## config.mk

```make
export PLATFORM = sky130hd
export DESIGN_NAME = shx_router
export DESIGN_NICKNAME = d
export VERILOG_FILES = /design/src/rtl/shx_pkg.sv /design/src/rtl/shx_shuffle.sv /design/src/rtl/shx_exchange.sv /design/src/rtl/shx_pass_ctrl.sv /design/src/rtl/shx_router.sv
export SDC_FILE = /design/constraint.sdc
export NUM_CORES = 1
export LEC_CHECK = 0
export BUFFER_PORTS_ARGS = -buffer_cell sky130_fd_sc_hd__buf_2
export CORE_UTILIZATION = 50
export DETAILED_ROUTE_END_ITERATION = 8
export PLACE_DENSITY = 0.82
export SLEW_MARGIN = 20
export SYNTH_ARGS = -nofsm -noshare
export SYNTH_HDL_FRONTEND = slang
export SYNTH_SLANG_ARGS = --single-unit
```

## constraint.sdc

```tcl
create_clock -name clk -period 3.96 [get_ports clk]
set_input_delay 0.396 -clock clk [delete_from_list [all_inputs] [get_ports clk]]
set_output_delay 0.396 -clock clk [all_outputs]
set_load 0.01 [all_outputs]
```

## src/rtl/shx_pkg.sv

```systemverilog
package shx_pkg;

  typedef enum logic {
    CTRL_IDLE = 1'b0,
    CTRL_RUN  = 1'b1
  } ctrl_state_t;

  // Perfect-shuffle target: one-bit left rotation of a w-bit position.
  function automatic int shuffle_pos(input int p, input int w);
    int mask;
    mask = (1 << w) - 1;
    return ((p << 1) | (p >> (w - 1))) & mask;
  endfunction

endpackage

```

## src/rtl/shx_shuffle.sv

```systemverilog
module shx_shuffle #(
  parameter int ADDR_W = 3,
  parameter int PW     = 13
) (
  input  logic [(1<<ADDR_W)-1:0][PW-1:0] slot_in,
  output logic [(1<<ADDR_W)-1:0][PW-1:0] slot_out
);
  localparam int N = 1 << ADDR_W;

  for (genvar i = 0; i < N; i++) begin : g_link
    localparam int TGT = shx_pkg::shuffle_pos(i, ADDR_W);
    assign slot_out[TGT] = slot_in[i];
  end

endmodule

```

## src/rtl/shx_exchange.sv

```systemverilog
module shx_exchange #(
  parameter int ADDR_W = 3,
  parameter int DATA_W = 8
) (
  input  logic [ADDR_W-1:0]        sel_mask,
  input  logic [DATA_W+ADDR_W+1:0] upper,
  input  logic [DATA_W+ADDR_W+1:0] lower,
  output logic [DATA_W+ADDR_W+1:0] out_even,
  output logic [DATA_W+ADDR_W+1:0] out_odd
);
  localparam int PW    = DATA_W + ADDR_W + 2;
  localparam int V_BIT = PW - 1;
  localparam int B_BIT = PW - 2;

  logic u_live, l_live, u_want, l_want, swap, l_blk_next;
  logic [PW-1:0] lower_upd;

  always_comb begin
    u_live = upper[V_BIT] & ~upper[B_BIT];
    l_live = lower[V_BIT] & ~lower[B_BIT];
    u_want = |(upper[DATA_W +: ADDR_W] & sel_mask);
    l_want = |(lower[DATA_W +: ADDR_W] & sel_mask);
    // Upper input has priority; a lower input only steers when upper is idle.
    if (u_live)      swap = u_want;
    else if (l_live) swap = ~l_want;
    else             swap = 1'b0;
    l_blk_next = lower[B_BIT] | (u_live & l_live & (u_want == l_want));
    lower_upd  = {lower[V_BIT], l_blk_next, lower[B_BIT-1:0]};
    out_even   = swap ? lower_upd : upper;
    out_odd    = swap ? upper : lower_upd;
  end

endmodule

```

## src/rtl/shx_pass_ctrl.sv

```systemverilog
module shx_pass_ctrl #(
  parameter int ADDR_W = 3
) (
  input  logic              clk,
  input  logic              rst,
  input  logic              load,
  output logic              accept,
  output logic              busy,
  output logic              done,
  output logic [ADDR_W-1:0] sel_mask
);
  import shx_pkg::*;

  localparam int              CW   = $clog2(ADDR_W + 1);
  localparam logic [CW-1:0]   LAST = CW'(ADDR_W - 1);
  localparam logic [ADDR_W-1:0] TOP = ADDR_W'(1) << (ADDR_W - 1);

  ctrl_state_t     state_q;
  logic [CW-1:0]   pass_q;

  assign busy     = (state_q == CTRL_RUN);
  assign accept   = load && (state_q == CTRL_IDLE);
  assign sel_mask = TOP >> pass_q;

  always_ff @(posedge clk) begin
    if (rst) begin
      state_q <= CTRL_IDLE;
      pass_q  <= '0;
      done    <= 1'b0;
    end else begin
      done <= 1'b0;
      if (accept) begin
        state_q <= CTRL_RUN;
        pass_q  <= '0;
      end else if (state_q == CTRL_RUN) begin
        if (pass_q == LAST) begin
          state_q <= CTRL_IDLE;
          pass_q  <= '0;
          done    <= 1'b1;
        end else begin
          pass_q <= pass_q + 1'b1;
        end
      end
    end
  end

  // passes advance by one per clock until the last
  assert_pass_step_R6: assert property (@(posedge clk) disable iff (rst)
    (busy && pass_q != LAST) |=> (busy && pass_q == $past(pass_q) + 1'b1));

  // done is a single-cycle pulse
  assert_done_pulse_R6: assert property (@(posedge clk) disable iff (rst)
    done |=> !done);

  // done only while idle
  assert_done_idle_R6: assert property (@(posedge clk) disable iff (rst)
    done |-> !busy);

  // the last pass always ends the batch
  assert_last_ends_R6: assert property (@(posedge clk) disable iff (rst)
    (busy && pass_q == LAST) |=> (!busy && done));

endmodule

```

## src/rtl/shx_router.sv

```systemverilog
module shx_router #(
  parameter int ADDR_W = 3,
  parameter int DATA_W = 8
) (
  input  logic                           clk,
  input  logic                           rst,
  input  logic                           load,
  input  logic [(1<<ADDR_W)-1:0]         in_valid,
  input  logic [(1<<ADDR_W)*ADDR_W-1:0]  in_dest,
  input  logic [(1<<ADDR_W)*DATA_W-1:0]  in_data,
  output logic [(1<<ADDR_W)-1:0]         port_valid,
  output logic [(1<<ADDR_W)-1:0]         port_blocked,
  output logic [(1<<ADDR_W)*ADDR_W-1:0]  port_dest,
  output logic [(1<<ADDR_W)*DATA_W-1:0]  port_data,
  output logic                           busy,
  output logic                           done
);
  localparam int N     = 1 << ADDR_W;
  localparam int PW    = DATA_W + ADDR_W + 2;
  localparam int V_BIT = PW - 1;
  localparam int B_BIT = PW - 2;

  logic [N-1:0][PW-1:0] slot_q, shuf_w, exch_w, load_w;
  logic [ADDR_W-1:0]    sel_mask;
  logic                 accept;

  shx_pass_ctrl #(.ADDR_W(ADDR_W)) u_ctrl (
    .clk(clk), .rst(rst), .load(load), .accept(accept),
    .busy(busy), .done(done), .sel_mask(sel_mask)
  );

  shx_shuffle #(.ADDR_W(ADDR_W), .PW(PW)) u_shuffle (
    .slot_in(slot_q), .slot_out(shuf_w)
  );

  for (genvar j = 0; j < N/2; j++) begin : g_switch
    shx_exchange #(.ADDR_W(ADDR_W), .DATA_W(DATA_W)) u_sw (
      .sel_mask(sel_mask),
      .upper(shuf_w[2*j]), .lower(shuf_w[2*j+1]),
      .out_even(exch_w[2*j]), .out_odd(exch_w[2*j+1])
    );
  end

  for (genvar i = 0; i < N; i++) begin : g_port
    assign load_w[i] = {in_valid[i], 1'b0,
                        in_dest[i*ADDR_W +: ADDR_W],
                        in_data[i*DATA_W +: DATA_W]};
    assign port_valid[i]                 = slot_q[i][V_BIT];
    assign port_blocked[i]               = slot_q[i][B_BIT];
    assign port_dest[i*ADDR_W +: ADDR_W] = slot_q[i][DATA_W +: ADDR_W];
    assign port_data[i*DATA_W +: DATA_W] = slot_q[i][DATA_W-1:0];
  end

  always_ff @(posedge clk) begin
    if (rst)         slot_q <= '0;
    else if (accept) slot_q <= load_w;
    else if (busy)   slot_q <= exch_w;
  end

  // passes neither create nor drop valid packets
  assert_valid_count_R9: assert property (@(posedge clk) disable iff (rst)
    (busy && !$past(rst)) |=> ($countones(port_valid) == $past($countones(port_valid))));

  // the number of blocked packets never drops during a batch
  assert_blocked_mono_R5: assert property (@(posedge clk) disable iff (rst)
    busy |=> ($countones(port_blocked) >= $past($countones(port_blocked))));

  // a blocked slot is always a valid slot
  assert_blocked_valid_R9: assert property (@(posedge clk) disable iff (rst)
    ((port_blocked & ~port_valid) == '0));

  // idle with no load keeps the ports unchanged
  assert_idle_hold_R10: assert property (@(posedge clk) disable iff (rst)
    (!busy && !load) |=> ($stable(port_data) && $stable(port_valid) && $stable(port_blocked)));

  // a load during a batch does not restart the pass sequence
  assert_load_ignored_R8: assert property (@(posedge clk) disable iff (rst)
    (busy && load) |=> ($countones(port_valid) == $past($countones(port_valid))));

endmodule

```

==> results of run 1 <==
[final cells by class]
type	count	area [um^2]	area share (%)
Timing Repair Buffer	213	1111	15.24
Multi-Input combinational cell	489	3510	48.14
Inverter	8	30.03	0.4119
Sequential cell	108	2166	29.71
Tap cell	143	178.9	2.454
Clock buffer	11	252.7	3.467
Clock inverter	5	42.54	0.5835
[report_power, final]
group	total, W	internal, W	switching [W]
Clock	0.000899	0.000471	0.000428
Combinational	0.000621	0.000280	0.000341
Sequential	0.00131	0.00117	0.000142
[cells in the mapped netlist (6+ instances only)]
| master | count |
|---|---|
| a211oi_1 | 103 |
| a21oi_1 | 30 |
| a221o_1 | 11 |
| a311oi_1 | 15 |
| a32oi_1 | 26 |
| buf_2 | 8 |
| clkbuf_1 | 51 |
| dfxtp_1 | 108 |
| inv_1 | 8 |
| mux2i_1 | 69 |
| nand2_1 | 38 |
| nand2b_1 | 6 |
| nor2_1 | 27 |
| nor2b_1 | 83 |
| o21ai_0 | 34 |
| xor2_1 | 6 |
[metrics by stage]
stage / instances / hold WS, ns / worst slack [ns] / util [%]
floorplan: 674 / 0.5119 / 2.194 / -
global placement: 960 / 0.4850 / 0.9271 / 60.25
detailed placement: 960 / 0.4883 / 0.8517 / 60.25
CTS: 976 / 0.3090 / 0.8803 / 62.80
global route: 977 / 0.3080 / 0.5952 / 63.04
finish: 977 / 0.3096 / 0.8254 / 63.04
[final timing paths]
path / to / slack [ns] / cells after the start
setup / recovery: port_dest[19] / 0.83 / 5
hold / removal: port_data[59] / 0.31 / 3
setup reg to reg: port_dest[19] / 0.83 / 5
hold reg to reg: port_data[8] / 0.50 / 2
[flip-flops by register name (all words and copies together) (netlist names)]
register       flops
u_ctrl.busy        1
port_data         64
u_ctrl.done        1
port_dest         24
port_valid         8
port_blocked       8
u_ctrl.pass_q      2
[kinds of logic (layout without fill, tap and decap cells)]
kind of cell | after synthesis | count (layout) | share of synthesized area, %
buffers and inverters | 77 | 237 | 6.256
XOR/XNOR | 7 | 7 | 1.019
AND/OR/NAND/NOR | 165 | 165 | 14.51
multiplexers | 70 | 70 | 11.66
flip-flops | 108 | 108 | 35.92
AO/OA/AOI/OAI | 247 | 247 | 30.64
[worst max-delay path: cells and delay by family (launching register included)]
kind             cells  cell delay (ns)
AND/OR/NAND/NOR      1             0.38
multiplexers         2             0.91
AO/OA/AOI/OAI        2             0.76
flip-flops           1             0.97
[per-layer routing]
| metal | share of wire [%] | up-vias |
|---|---|---|
| met5 | 0 | - |
| met4 | 1.3 | 0 |
| met3 | 7.5 | 20 |
| met2 | 44 | 267 |
| met1 | 47 | 2763 |
| li1 | - | 2857 |
[cell usage in the layout (no fill, tap or decap), types with 11 or more instances in the layout]
cell	netlist	layout
a221o_1	11	11
a311oi_1	15	15
dfxtp_1	108	107
buf_2	8	203
a21oi_1	30	30
mux2i_1	69	69
nor2_1	27	27
a211oi_1	103	103
nor2b_1	83	82
a32oi_1	26	26
o21ai_0	34	34
nand2_1	38	38
==> out/qor.csv, run 1 <==
metric,value,unit
status,"finished, violations left",
violations,DRC,
num_vias,5907,
insertion_delay,0.34,ns
finalSetupViolations,0,
ant_nets,0,
cts-htree-levels,3,
cts_resized,0,
viasPerCell,6.046,
post_cts_buffers,0,
slew_viol_final,0,
hp-start,in_data[59],
relSlewSlack,34.14,%
drc,14,
yosysWarnings,0,
grt.total_usage,29.73,%
critPathArrivalTime,3.36,ns
busiest_layer,met1,
synth_area,0.006020,mm^2
stdcell_area,0.007291,mm^2
grt_pass1_vias,5372,
endpoint_kind,register,
ys_types,47,
worst_slew_pin_slew,0.9865,ns
die_h,111.7,um
syn_area_per_cell,8.931,um^2
power.total,0.002834,W
layout.nets,928,
synth_ff_type,dfxtp_1,
die_w,111.7,um
drive_above_1_share,29.02,%
drt_iter0_markers,661,
cp.required,4.19,ns
synth_nets,773,
met2_usage,43.98,%
finalCriticalPeriod,3.135,ns
seq_area_frac_synth,35.92,%
cts_buffer_depth,2,
critPathMaxStageDelay,0.97,ns
grt_max_degree,90,
period_share,79.16,%
fillers,1042,
worstSetupPathType,register to register,
synth_async_sr_flop_share,0,%
maxCapViolCount,0,
p_leak,2.952,nW
syn_to_final_growth,21.12,%
cp_common_cell,mux2i_1,
ys_seq_elements,108,
synth_top_area_cell,dfxtp_1,
cp-start-kind,register,
antennaDiodeCount,0,
core,0.01156,mm^2
netlist_instances,674,
cts_buffers,9,
rr_startpoint,u_ctrl.pass_q[1],
grt_overflow,0,
initial_core_util,52.05,%
post_dp_cell_area,0.006968,mm^2
cts_hold_buf,0,
numClockSinks,108,
path_cells,mux2i_1 -> o2111a_1 -> mux2i_1 -> nor2_1 -> a221o_1,
grt_pass1_wl,29.47,mm
dr.pass1.iters,6,
synth_area_leaders,"dfxtp_1, a211oi_1, mux2i_1",
synth_edf_count,0,
hold_violations,0,
worstHoldPathType,primary input to register,
portBuffers,204,
postRouteWirelength,18.53,mm
cts_tree,done,
synth_top_area_share,35.92,%
max_freq,0.3190,GHz
cts_root_buf,clkbuf_16,
fp-row-count,39,
top_level_ports,205,
met3_usage,5.063,%
grt_antenna_before_repair,0,
tns,0,ns
crit_fanout,22,
crit_slowest_cell,dfxtp_1,
skew,0.01163,ns
clk_pin_slew,0.08,ns
crit_path_start,u_ctrl.pass_q[1],
rsz0062_at_grt,no,
hpwl,12.98,mm
avgRoutedWirePerCell,18.97,um
gr-usage-met1,44.40,%
gp_congestion,0.9155,
ir_worst_vdd,0.2299,mV
power_density,388.7,mW/mm^2
die_area,0.01248,mm^2
Note: power is estimated with default switching activity, not from simulation.
==> run 2: changes to the inputs <==
Settings changed: CORE_UTILIZATION 50 to 46, PLACE_DENSITY 0.82 to 0.79.
Clock period 3.96 ns to 2.5 ns, I/O delays scaled along.
==> out/qor.csv, run 2 (synthesized netlist as in run 1, its figures left out) <==
metric,value,unit,change
status,"complete, no violations",,
hp-start,in_data[61],,
whs_endpoint,port_data[61],,
drive_above_1_share,30.24,%,+1.2 points
tns,0,ns,unchanged
fp-row-count,41,,+5.1%
p_sw,0.001461,W,+60%
largest_reg_flops,64,,unchanged
gp_congestion,0.9542,,+4.2%
worstHoldPathType,primary input to register,,
reg2reg_to,port_data[53],,
grt_pass1_wl,29.82,mm,+1.2%
grt.total_usage,28.96,%,-0.76 points
die_h,116.4,um,+4.2%
cts_buffer_depth,2,,unchanged
stdcell_count,1023,,+4.7%
cts_root_buf,clkbuf_16,,
initial_core_util,47.51,%,-4.5 points
post_cts_buffers,0,,unchanged
top_level_ports,205,,unchanged
p_int,0.003220,W,+67%
cts-htree-levels,3,,unchanged
numClockSinks,108,,unchanged
endpoint_kind,register,,
cts_tree,done,,
reg2reg_slack,0.40,ns,-0.43 ns
syn_to_final_growth,25.05,%,
portBuffers,204,,unchanged
core,0.01267,mm^2,+9.6%
cts_buffers,9,,unchanged
clk_pin_slew,0.07,ns,about the same
drt_iter0_markers,576,,-13%
worstSetupPathType,register to register,,
ant_nets,0,,unchanged
maxCapViolCount,0,,unchanged
hold_violations,0,,unchanged
finalSetupViolations,0,,unchanged
cts_hold_buf,0,,unchanged
rsz0062_at_grt,no,,
ff2ff_path_depth,6,,+1
rr_startpoint,u_ctrl.pass_q[1],,
layout.nets,944,,+1.7%
finalCriticalPeriod,2.101,ns,-1.034 ns
crit_fanout,17,,-23%
place_inst,1006,,+4.8%
grt_pass1_vias,5395,,+0.43%
insertion_delay,0.36,ns,+0.02 ns
die_w,116.4,um,+4.2%
postRouteWirelength,19.73,mm,+6.5%
viasPerCell,5.929,,-1.9%
switching_share,31.22,%,-0.92 points
power_density,621.9,mW/mm^2,+60%
ir_worst_vdd,0.4937,mV,+110%
worst_slew_pin_slew,0.9808,ns,-0.005757 ns
critPathArrivalTime,2.40,ns,-0.96 ns
cp-start-kind,register,,
dp_slack,0.4310,ns,-0.4207 ns
skew,0.005060,ns,-0.006571 ns
num_vias,6065,,+2.7%
hold_depth,3,,unchanged
cts_resized,0,,unchanged
grt_overflow,0,,unchanged
grt_max_degree,87,,-3.3%
grt_antenna_before_repair,1,,+1
relSlewSlack,34.62,%,+0.47 points
fillers,1160,,+11%
die_area,0.01355,mm^2,+8.5%
seqPwrFrac,44.0,%,-2.4 points
avgRoutedWirePerCell,19.29,um,+1.7%
pwr-share-clk,33.1,%,+1.4 points
final_common_cell,buf_2,,
drc,0,,-14
p_leak,3.055,nW,+3.5%
cp.required,2.80,ns,-1.39 ns
final_cell_mix,"buf_2, dfxtp_1, a211oi_1",,
slew_viol_final,0,,unchanged
hpwl,14.07,mm,+8.4%
register_area,0.002166,mm^2,unchanged
period_share,84.03,%,+4.9 points
comb_power_share,22.9,%,+1.0 points
max_freq,0.4760,GHz,+49%
multi_input_area,0.003510,mm^2,unchanged
setup_ws,0.3992,ns,-0.4262 ns
dr.pass1.iters,5,,-1
==> run 2: cell count changes in the layout (fill, tap and decap cells not counted), sizes merged <==
cell	previous run	this run
clkinvlp	1	2
clkbuf	11	10
clkinv	1	2
inv	11	8
diode	0	1
buf	213	229
bufinv	0	2
==> run 2: routing by layer <==
metal	vias to the layer above	global-route usage, %	wire length (um)
li1	2892	-	-
met1	2868	41.73	9282
met2	286	42.56	8468
met3	19	7.006	1681
met4	0	8.376	297
met5	-	0	0
==> run 2: power by group through the flow <==
stage / sequential, W / clock [W] / combinational (W)
floorplan: 0.00208 / 0 / 0.000634
global placement: 0.00209 / 0 / 0.00105
detailed placement: 0.00209 / 0 / 0.00106
CTS: 0.00205 / 0.00156 / 0.00107
global route: 0.00207 / 0.00164 / 0.00117
finish: 0.00206 / 0.00155 / 0.00107
==> run 2: cell type report <==
class,count,share of cell area [%]
flip-flops and latches,108,28.77
multi-input cells,489,46.63
clock inverters,6,1.180
repair buffers,229,17.09
diodes,1,0.03324
clock buffers,10,3.042
well taps,172,2.859
inverters,8,0.3989
==> run 2: critical path: stages, from the launching register on <==
cell	delay, ns
dfxtp_1	0.31
buf_4	0.24
mux2i_1	0.12
o2111a_1	0.28
mux2_2	0.30
nor2_1	0.52
a221o_1	0.26
==> run 2: per-stage QoR <==
stage	util, %	power, W	hold slack, ns	cell area, um^2
6_report	59.41	0.004681	0.1567	7527
5_1_grt	59.41	0.004882	0.1572	7527
4_1_cts	59.39	0.004682	0.1440	7525
3_5_place_dp	56.88	0.003150	0.4932	7207
3_3_place_gp	56.88	0.003140	0.4861	7207
2_1_floorplan	-	0.002710	0.4224	6020
==> run 2: how the worst max path moves through the flow <==
stage | from | to | slack [ns] | cells past startpoint
global route | u_ctrl.pass_q[1] | port_dest[20] | 0.19 | 6
global placement | u_ctrl.pass_q[1] | port_data[52] | 0.48 | 6
detailed placement | u_ctrl.pass_q[1] | port_data[52] | 0.43 | 6
floorplan | port_valid[0] | port_data[11] | 0.73 | 6
finish | u_ctrl.pass_q[1] | port_data[53] | 0.40 | 6
CTS | u_ctrl.pass_q[1] | port_data[53] | 0.40 | 6
